**src/rtl/seg_pkg.sv**
```systemverilog
package seg_pkg;

  typedef struct packed {
    logic        vld;
    logic [15:0] sel;
    logic [31:0] base;
    logic [19:0] lim;
    logic        gran;
    logic [7:0]  acc;
  } seg_ent_t;

  // real-mode address: value*16 + offset, wrapping at 20 bits
  function automatic logic [31:0] real_phys(input logic [15:0] s, input logic [15:0] o);
    logic [19:0] sum;
    sum = {s, 4'h0} + {4'h0, o};
    return {12'h000, sum};
  endfunction

  function automatic logic [31:0] eff_limit(input seg_ent_t e);
    return e.gran ? {e.lim, 12'hFFF} : {12'h000, e.lim};
  endfunction

  function automatic logic can_write(input logic [7:0] acc);
    return ~acc[3] & acc[1];
  endfunction

  function automatic seg_ent_t unpack_desc(input logic [63:0] d, input logic [15:0] sel);
    seg_ent_t e;
    e.vld  = 1'b1;
    e.sel  = sel;
    e.lim  = {d[51:48], d[15:0]};
    e.base = {d[63:56], d[39:16]};
    e.acc  = d[47:40];
    e.gran = d[55];
    return e;
  endfunction

endpackage

```
**src/rtl/seg_desc_fetch.sv**
```systemverilog
module seg_desc_fetch #(
  parameter int NBYTES = 8
) (
  input  logic                  clk,
  input  logic                  rst_n,
  input  logic                  start,
  input  logic [31:0]           tbase,
  output logic                  busy,
  output logic                  done,
  output logic [NBYTES*8-1:0]   desc,
  output logic                  rd_req,
  output logic [31:0]           rd_addr,
  input  logic                  rd_ack,
  input  logic [7:0]            rd_data
);
  localparam int CW = $clog2(NBYTES);

  logic                active;
  logic [CW-1:0]       cnt;
  logic [31:0]         base_q;
  logic [NBYTES*8-1:0] byte_q;
  logic                last_byte;

  assign busy      = active;
  assign rd_req    = active;
  assign rd_addr   = base_q + 32'(cnt);
  assign last_byte = active & rd_ack & (cnt == CW'(NBYTES - 1));
  assign done      = last_byte;

  always_comb begin
    desc = byte_q;
    desc[(NBYTES-1)*8 +: 8] = rd_data;
  end

  always_ff @(posedge clk or negedge rst_n) begin
    if (!rst_n) begin
      active <= 1'b0;
      cnt    <= '0;
      base_q <= '0;
      byte_q <= '0;
    end else if (!active) begin
      if (start) begin
        active <= 1'b1;
        cnt    <= '0;
        base_q <= tbase;
      end
    end else if (rd_ack) begin
      byte_q[cnt*8 +: 8] <= rd_data;
      cnt <= cnt + 1'b1;
      if (last_byte) active <= 1'b0;
    end
  end

  p_addr_step_r3: assert property (@(posedge clk) disable iff (!rst_n)
    (rd_req && $past(rd_req && rd_ack) && cnt != '0) |-> rd_addr == $past(rd_addr) + 32'd1);

  p_done_ends_busy_r5: assert property (@(posedge clk) disable iff (!rst_n)
    done |=> !busy);

endmodule

```
**src/rtl/seg_cache_bank.sv**
```systemverilog
module seg_cache_bank
  import seg_pkg::*;
#(
  parameter int NSEG = 4
) (
  input  logic                        clk,
  input  logic                        rst_n,
  input  logic                        wr_en,
  input  logic [$clog2(NSEG+1)-1:0]   wr_slot,
  input  seg_ent_t                    wr_ent,
  input  logic [$clog2(NSEG)-1:0]     rd_slot,
  output seg_ent_t                    rd_ent,
  output seg_ent_t                    ldt_ent
);
  localparam int SLOT_W = $clog2(NSEG + 1);

  seg_ent_t ent_q [NSEG+1];

  for (genvar i = 0; i <= NSEG; i++) begin : g_slot
    always_ff @(posedge clk or negedge rst_n) begin
      if (!rst_n) ent_q[i] <= '0;
      else if (wr_en && wr_slot == SLOT_W'(i)) ent_q[i] <= wr_ent;
    end
  end

  assign rd_ent  = ent_q[rd_slot];
  assign ldt_ent = ent_q[NSEG];

endmodule

```
**src/rtl/seg_xlate.sv**
```systemverilog
module seg_xlate
  import seg_pkg::*;
#(
  parameter int NSEG = 4
) (
  input  logic                        clk,
  input  logic                        rst_n,
  input  logic                        mode_prot,
  input  logic [31:0]                 gdt_base,
  input  logic [15:0]                 gdt_limit,
  input  logic                        ld_we,
  input  logic [$clog2(NSEG+1)-1:0]   ld_slot,
  input  logic [15:0]                 ld_sel,
  output logic                        busy,
  output logic                        ld_fault,
  output logic                        rd_req,
  output logic [31:0]                 rd_addr,
  input  logic                        rd_ack,
  input  logic [7:0]                  rd_data,
  input  logic                        xl_req,
  input  logic [$clog2(NSEG)-1:0]     xl_seg,
  input  logic [31:0]                 xl_off,
  input  logic                        xl_write,
  output logic                        xl_valid,
  output logic [31:0]                 xl_addr,
  output logic                        xl_fault
);
  localparam int SLOT_W = $clog2(NSEG + 1);

  seg_ent_t rd_ent, ldt_ent, wr_ent;
  logic [SLOT_W-1:0] wr_slot, pend_slot;
  logic [15:0] pend_sel;
  logic        wr_en, fetch_start, fetch_done;
  logic [63:0] desc;

  // load decode, brought out as named wires
  logic [12:0] sel_idx;
  logic        sel_ti, is_ldt_slot, use_ldt, sel_null, sel_bad, ld_go;
  logic [31:0] tbl_base, tbl_lim, desc_end;

  assign sel_idx     = ld_sel[15:3];
  assign sel_ti      = ld_sel[2];
  assign is_ldt_slot = (ld_slot == SLOT_W'(NSEG));
  assign use_ldt     = sel_ti & ~is_ldt_slot;
  assign ld_go       = ld_we & ~busy;
  assign tbl_base    = use_ldt ? ldt_ent.base : gdt_base;
  assign tbl_lim     = use_ldt ? eff_limit(ldt_ent) : {16'h0, gdt_limit};
  assign desc_end    = {16'h0, sel_idx, 3'b111};
  assign sel_null    = ~sel_ti & (sel_idx == '0);
  assign sel_bad     = (sel_ti & is_ldt_slot) | (use_ldt & ~ldt_ent.vld) | (desc_end > tbl_lim);

  always_comb begin
    wr_en       = 1'b0;
    wr_slot     = ld_slot;
    wr_ent      = '0;
    fetch_start = 1'b0;
    if (fetch_done) begin
      wr_en   = 1'b1;
      wr_slot = pend_slot;
      wr_ent  = unpack_desc(desc, pend_sel);
    end else if (ld_go && !mode_prot) begin
      wr_en       = 1'b1;
      wr_ent.vld  = 1'b1;
      wr_ent.sel  = ld_sel;
      wr_ent.base = {12'h0, ld_sel, 4'h0};
      wr_ent.lim  = 20'h0FFFF;
      wr_ent.acc  = 8'h92;
    end else if (ld_go && sel_null) begin
      wr_en      = 1'b1;
      wr_ent.sel = ld_sel;
    end else if (ld_go && !sel_bad) begin
      fetch_start = 1'b1;
    end
  end

  always_ff @(posedge clk or negedge rst_n) begin
    if (!rst_n) begin
      pend_slot <= '0;
      pend_sel  <= '0;
      ld_fault  <= 1'b0;
    end else begin
      ld_fault <= ld_go & mode_prot & ~sel_null & sel_bad;
      if (fetch_start) begin
        pend_slot <= ld_slot;
        pend_sel  <= ld_sel;
      end
    end
  end

  seg_desc_fetch #(.NBYTES(8)) u_fetch (
    .clk(clk), .rst_n(rst_n), .start(fetch_start),
    .tbase(tbl_base + {16'h0, sel_idx, 3'b000}),
    .busy(busy), .done(fetch_done), .desc(desc),
    .rd_req(rd_req), .rd_addr(rd_addr), .rd_ack(rd_ack), .rd_data(rd_data)
  );

  seg_cache_bank #(.NSEG(NSEG)) u_bank (
    .clk(clk), .rst_n(rst_n), .wr_en(wr_en), .wr_slot(wr_slot), .wr_ent(wr_ent),
    .rd_slot(xl_seg), .rd_ent(rd_ent), .ldt_ent(ldt_ent)
  );

  // translation
  logic        xl_go, nx_fault;
  logic [31:0] nx_addr;
  assign xl_go = xl_req & ~busy;

  always_comb begin
    if (!mode_prot) begin
      nx_fault = 1'b0;
      nx_addr  = real_phys(rd_ent.sel, xl_off[15:0]);
    end else begin
      nx_fault = ~rd_ent.vld | (xl_off > eff_limit(rd_ent)) |
                 (xl_write & ~can_write(rd_ent.acc));
      nx_addr  = nx_fault ? 32'h0 : rd_ent.base + xl_off;
    end
  end

  always_ff @(posedge clk or negedge rst_n) begin
    if (!rst_n) begin
      xl_valid <= 1'b0;
      xl_addr  <= '0;
      xl_fault <= 1'b0;
    end else begin
      xl_valid <= xl_go;
      if (xl_go) begin
        xl_addr  <= nx_addr;
        xl_fault <= nx_fault;
      end
    end
  end

  p_stall_while_busy_r5: assert property (@(posedge clk) disable iff (!rst_n)
    busy |=> !xl_valid);

  p_busy_after_load_r5: assert property (@(posedge clk) disable iff (!rst_n)
    $rose(busy) |-> $past(ld_we));

  p_no_fetch_on_fault_r10: assert property (@(posedge clk) disable iff (!rst_n)
    ld_fault |-> !busy);

  p_real_no_fault_r2: assert property (@(posedge clk) disable iff (!rst_n)
    (xl_valid && !$past(mode_prot)) |-> !xl_fault);

endmodule

```
**config.mk**
```make
export PLATFORM = sky130hd
export DESIGN_NAME = seg_xlate
export DESIGN_NICKNAME = d
export VERILOG_FILES = /design/src/rtl/seg_pkg.sv /design/src/rtl/seg_desc_fetch.sv /design/src/rtl/seg_cache_bank.sv /design/src/rtl/seg_xlate.sv
export SDC_FILE = /design/constraint.sdc
export NUM_CORES = 1
export LEC_CHECK = 0
export CAP_MARGIN = 25
export CORE_ASPECT_RATIO = 0.9
export CORE_MARGIN = 2
export CORE_UTILIZATION = 30
export DETAILED_ROUTE_END_ITERATION = 8
export DONT_BUFFER_PORTS = 1
export RECOVER_POWER = 50
export SYNTH_ARGS = -nofsm -noshare
export SYNTH_HDL_FRONTEND = slang
export SYNTH_SLANG_ARGS = --single-unit
```
**constraint.sdc**
```tcl
create_clock -name clk -period 3.3 [get_ports clk]
set_clock_uncertainty 0.15 [all_clocks]
set_input_delay 0.495 -clock clk [delete_from_list [all_inputs] [get_ports clk]]
set_output_delay 0.495 -clock clk [all_outputs]
set_load 0.02 [all_outputs]
```
-- Yosys cells after proc, flatten, opt, wreduce, memory -nomap -nowiden
Cells that the tools add are included.
- output and inout bits: 69
- logic and storage cells: 134
- flip-flop bits (word level): 544
- bits of input ports: 116
- equal/unequal tests: 7
- $lt $le $gt $ge: 3
- bitwise gates (word level): 26
- shifts and indexed selects: 2
- $add $sub $neg: 6
- multiplexer cells: 34
- reductions and logical operators: 16
- operator list (cell ; number):
    binary-select mux 78 bit (select 3 bit) ; 1
    2-to-1 mux 32 bit ; 6
    2-to-1 mux 78 bit ; 2
    2-to-1 mux 69 bit ; 1
    bitwise mux 64 bit ; 1
    variable shift 8 x 34 -> 64 bit, first input constant ; 1
    variable part select 8 x 34 -> 64 bit ; 1
    2-to-1 mux 40 bit ; 1
    negator 6 -> 34 bit ; 1
    adder 32 x 16 -> 32 bit ; 1
    adder 32 x 3 -> 32 bit ; 1
    adder 32 bit ; 1
    > comparator 16 x 32 -> 1 bit ; 1
    > comparator 32 bit ; 1
    2-to-1 mux 16 bit ; 2
    adder 20 x 16 -> 20 bit ; 1
    2-to-1 mux 8 bit ; 2
    2-to-1 mux 1 bit ; 14
    bitwise AND 1 bit ; 13
    logical NOT 13 bit ; 1
    2-to-1 mux 3 bit ; 4
    equality test 3 bit, second input constant ; 3
    logical AND 1 bit ; 8
    inverter 1 bit ; 8
    11 further kinds ; 18

-- Longest topological paths before layout
- depth in word-level cells: 14
- gate-level depth with buffers: 18

-- By module
A second synthesis with hierarchy kept.
- cell total of the unflattened synthesis: 2399
- area, all modules: 29472.0 um2
- by module, submodules not included (module ; instances ; sequential area each (um2) ; area an instance (um2) ; cells an instance):
    seg_cache_bank ; 1 ; 9759.4 ; 16988.8 ; 1002
    seg_xlate ; 1 ; 1351.3 ; 7945.1 ; 975
    seg_desc_fetch ; 1 ; 2302.2 ; 4538.1 ; 422

-- Worst setup path after synthesis
OpenSTA, ideal clock, no wires.
- path kind: input port to flip-flop
- start point: input port xl_seg[0]
- end point: register xl_addr[30]
- arrival time: 4.492 ns
- setup slack: -1.464 ns
- stages on the path: 14
- cell sequence: buf_2 -> buf_1 -> buf_1 -> mux4_2 -> ha_1 -> buf_4 -> nand3_2 -> or2_0 -> or4_1 -> and3_4 -> a2111oi_4 -> o21ai_1 -> a31o_1 -> a32o_1
- longest elaborated chain between the ends: 11
- elaborated cells on any way between the ends: 16
- RTL lines (what ; RTL line ; source):
    start: declaration ; seg_xlate.sv:21 ; input logic [$clog2(NSEG)-1:0] xl_seg,
    inverter 2 -> 3 bit (implied by the code) (*) ; seg_cache_bank.sv:26 ; assign rd_ent = ent_q[rd_slot];
    binary-select mux 78 bit (select 3 bit) (*) ; seg_cache_bank.sv:26 ;
    2-to-1 mux 78 bit (implied by the code) (*) (2 in a row) ; seg_cache_bank.sv:26 ;
    branches (longest 5 deep; another with > comparator 32 bit) ; -- ;
    2-to-1 mux 32 bit (*) ; seg_xlate.sv:114 ; nx_addr = nx_fault ? 32'h0 : rd_ent.base + xl_off;
    2-to-1 mux 32 bit (*) ; seg_xlate.sv:108 ; if (!mode_prot) begin
    end signal: assignment ; seg_xlate.sv:126 ; xl_addr <= nx_addr;
    end: declaration ; seg_xlate.sv:25 ; output logic [31:0] xl_addr,
Every way passes the cells marked *. The select of a mux whose other input is x is not followed.
A chain may end at the register's enable or synchronous reset.

-- Worst setup path after layout
- start point: register u_fetch.cnt[0]
- end point: output port rd_addr[30]
- longest elaborated chain between the ends: 1
- RTL lines (what ; RTL line ; source):
    start: declaration ; seg_desc_fetch.sv:19 ; logic [CW-1:0] cnt;
    start signal: assignment ; seg_desc_fetch.sv:49 ; cnt <= cnt + 1'b1;
    adder 32 x 3 -> 32 bit ; seg_desc_fetch.sv:26 ; assign rd_addr = base_q + 32'(cnt);
    end: declaration ; seg_xlate.sv:17 ; output logic [31:0] rd_addr,
Every way passes these cells.

==> out/qor.yml <==
power_and_ir_drop:
  power.leakage_uw: 0.01360
  max-vdd-ir-drop_uv: 418.2
  p_per_area_nw_per_um2: 644.4
global_route:
  grt_max_degree: 480
  grt-ovfl-total: 0
  antenna_found_initial: 12
  grt_pass1_wl_mm: 125.6
  first_global_vias: 19907
  grt_usage_pct: 18.82
detailed_routing:
  ant_nets: 0
  dr.first_iter.drc_count: 1640
  dr.pass1.iters: 5
  wl_met3_mm: 8.812
  routed_via_density: 5.223
  vias: 20459
  drc: 0
  wl_met2_mm: 34.53
  wire_per_inst_um: 21.33
  highest_layer: "met5"
  drt-total-wl_mm: 83.54
  wl_met1_mm: 38.43
outcome:
  violations: "negative hold slack, max-slew violations, negative setup slack"
  status: "complete, but fails checks"
timing:
  finalMaxSlewViolations: 39
  fin_ws_ns: -0.3571
  fmax_mhz: 273.4
  setup_viol: 48
  slew_headroom_pct: -0.5692
  rsz0062_at_grt: "true"
  min_period_over_period_pct: 110.8
  finalHoldViolations: 479
  holdWs_ns: -0.5494
  post-route-min-period_ns: 3.657
  tightestPinTransition_ns: 1.509
hold_path:
  min_path_type: "input pin to asynchronous set/reset pin"
logic_synthesis:
  yosysTopAreaCellShare_pct: 47.22
  ys_ff_latch: 479
  synthCells: 2584
  synth_commonest_cells: "532 x nand2_1, 479 x dfrtp_1, 396 x o21ai_0, 133 x nor2_1, 122 x clkbuf_1"
  yosysUniqueCellTypes: 82
  ys_seq_area_share_pct: 47.22
  syn_avg_cell_area_um2: 9.823
  synth_area_um2: 25380
  synth_area_leaders: "dfrtp_1 47%, nand2_1 7.9%, o21ai_0 7.8%"
  synth_most_common_cell: "nand2_1"
  syn_nets: 2815
  synth_edf_count: 0
  yosys_warnings: 0
  async_flop_share_pct: 100.0
  ys.flop_type: "dfrtp_1"
  synth_top_cell_by_area: "dfrtp_1"
worst_setup_path:
  crit_path_max_fanout: 3
  end_kind: "output pin"
  crit_top_cell: "buf_4"
  critPathSlowestCell: "dfrtp_1"
  crit_chain: "ha_2, inv_2, fa_2, nand2b_4, a21oi_4, nand2_2, nor3_2, buf_4, and2_4, and3_4, nand4_1, xnor2_2, buf_4"
  critical_path_class: "flip-flop to output pin"
  slowest_delay_ns: 0.38
  crit_path_start_kind: "flip-flop"
  reg2regPathDepth: 12
  path_delay_family: "simple AND/OR/NAND/NOR gates"
  worstSetupPathDepth: 13
  crit_buf_inv: 3
  cp.arrival_ns: 3.01
  worstPathRequired_ns: 2.65
placement:
  gp_congestion: 0.8555
  dpl_cell_area_um2: 28250
  port_buffers: 0
  dp_slack_ns: -0.3222
  hpwl_mm: 58.10
clock_tree:
  clk_pin_slew_ns: 0.07
  postCtsHoldBufs: 34
  clock_sinks: 479
  clockBufferDepth: 3
  cts_made_buffers: 48
  htreeDepth: 2
  cts-root-buf: "clkbuf_16"
  cts_tree: "built"
  clock_latency_ns: 0.61
final_layout:
  drive_gt1_share_pct: 20.09
  fillers: 8353
  fin_nets: 2975
  utilization_pct: 37.21
  syn_to_final_growth_pct: 23.19
  fin_area_um2: 31270
flow_run:
  cap_viol_max_count: 0
floorplanning:
  core_um2: 84040
  fp.dieH_um: 279.9
  die_area_um2: 86950
  ios: 185
  rows: 101
  start_util_pct: 30.20
  die_w_um: 310.6
## per-stage QoR
step | hold WS [ns] | total power (uW) | TNS, ns | std cells
2_1_floorplan | 0.04941 | 12030 | -26.40 | 2584
3_3_place_gp | 0.09547 | 13760 | -18.06 | 3762
3_5_place_dp | 0.08826 | 13890 | -21.59 | 3762
4_1_cts | -0.5685 | 20050 | -8.263 | 3897
5_1_grt | -0.5782 | 21280 | -16.62 | 3917
6_report | -0.5494 | 20150 | -11.05 | 3917
## power breakdown
group / internal, uW / switching, uW
Combinational: 2630 / 3160
Sequential: 7250 / 1200
Clock: 3420 / 2490
## cell families (layout without fill, tap and decap cells)
group | count (synthesis) | count (layout) | synth area share, %
muxes | 163 | 163 | 10.13
adders and majority gates | 115 | 115 | 5.787
and+or+nand+nor | 867 | 867 | 14.78
AOI/OAI and AO/OA | 689 | 689 | 16.24
buffers and inverters | 183 | 382 | 2.800
other | 0 | 1 | 0
DFF | 479 | 479 | 47.22
xor gates and xnor gates | 88 | 88 | 3.037
## layout make-up
cell class                      instances  area [um2]  area share, %
Antenna cell                            1       2.502       0.008003
Tap cell                             1133        1418          4.534
Clock inverter                         20       297.8         0.9523
Clock buffer                           69        1421          4.546
Multi-Input combinational cell       1922       13640          43.63
Timing Repair Buffer                  259        2371          7.583
Sequential cell                       479       11990          38.34
Inverter                               34       127.6         0.4081
## state kept, by name, summed over array words and instances (netlist names)
signal          count
xl_valid            1
xl_addr            32
xl_fault            1
u_fetch.base_q     32
u_fetch.busy        1
pend_sel           16
ld_fault            1
u_fetch.byte_q     47
u_fetch.cnt         3
pend_slot           3
u_bank.ldt_ent     54
u_bank.ent_q      288
## timing repair
action                                 CTS  global route
setup endpoints to repair               54           101
endpoints found under the hold margin  594           479
resized for setup                       61            56
setup buffers                            8            15
gates cloned                             4             5
pin swaps                               24            35
## placed cells by master, fill, tap and decap left out, drive strengths merged, types with 6 or more instances in the layout
cell,count
a211oi,7
a21o,35
a21oi,91
a221oi,21
a22o,6
a22oi,26
a31oi,16
a32o,24
a41oi,7
and2,12
and3,12
and4,7
buf,221
clkbuf,73
clkinv,10
dfrtp,479
dlygate4sd3,34
ha,111
inv,35
mux2,51
mux2i,42
mux4,70
nand2,533
nand2b,12
nand3,38
nand4,31
nor2,134
nor2b,13
nor3,29
nor3b,10
nor4,10
o21a,12
o21ai,399
o21bai,6
o31ai,8
or3,12
xnor2,63
xor2,25
## path summary, 6_finish.rpt
check	to	startpoint	slack, ns
max	rd_addr[30]	u_fetch.cnt[0]$_DFFE_PN0P_	-0.36
min	u_fetch.base_q[30]$_DFFE_PN0P_	rst_n	-0.55
max reg2reg	xl_addr[28]$_DFFE_PN0P_	u_bank.ent_q[86]$_DFFE_PN0P_	-0.31
min reg2reg	u_bank.ent_q[362]$_DFFE_PN0P_	u_bank.ent_q[362]$_DFFE_PN0P_	0.33
max in group asynchronous	xl_addr[23]$_DFFE_PN0P_	rst_n	2.34
min in group clk	u_bank.ent_q[147]$_DFFE_PN0P_	ld_sel[8]	0.02
## routing by layer
metal  GRT usage, %  vias up
met3          6.396      115
met2          26.95      719
met1          27.21    10075
li1               -     9546
met4          4.195        4
met5              0        -
Power figures use the tool's default switching activity.
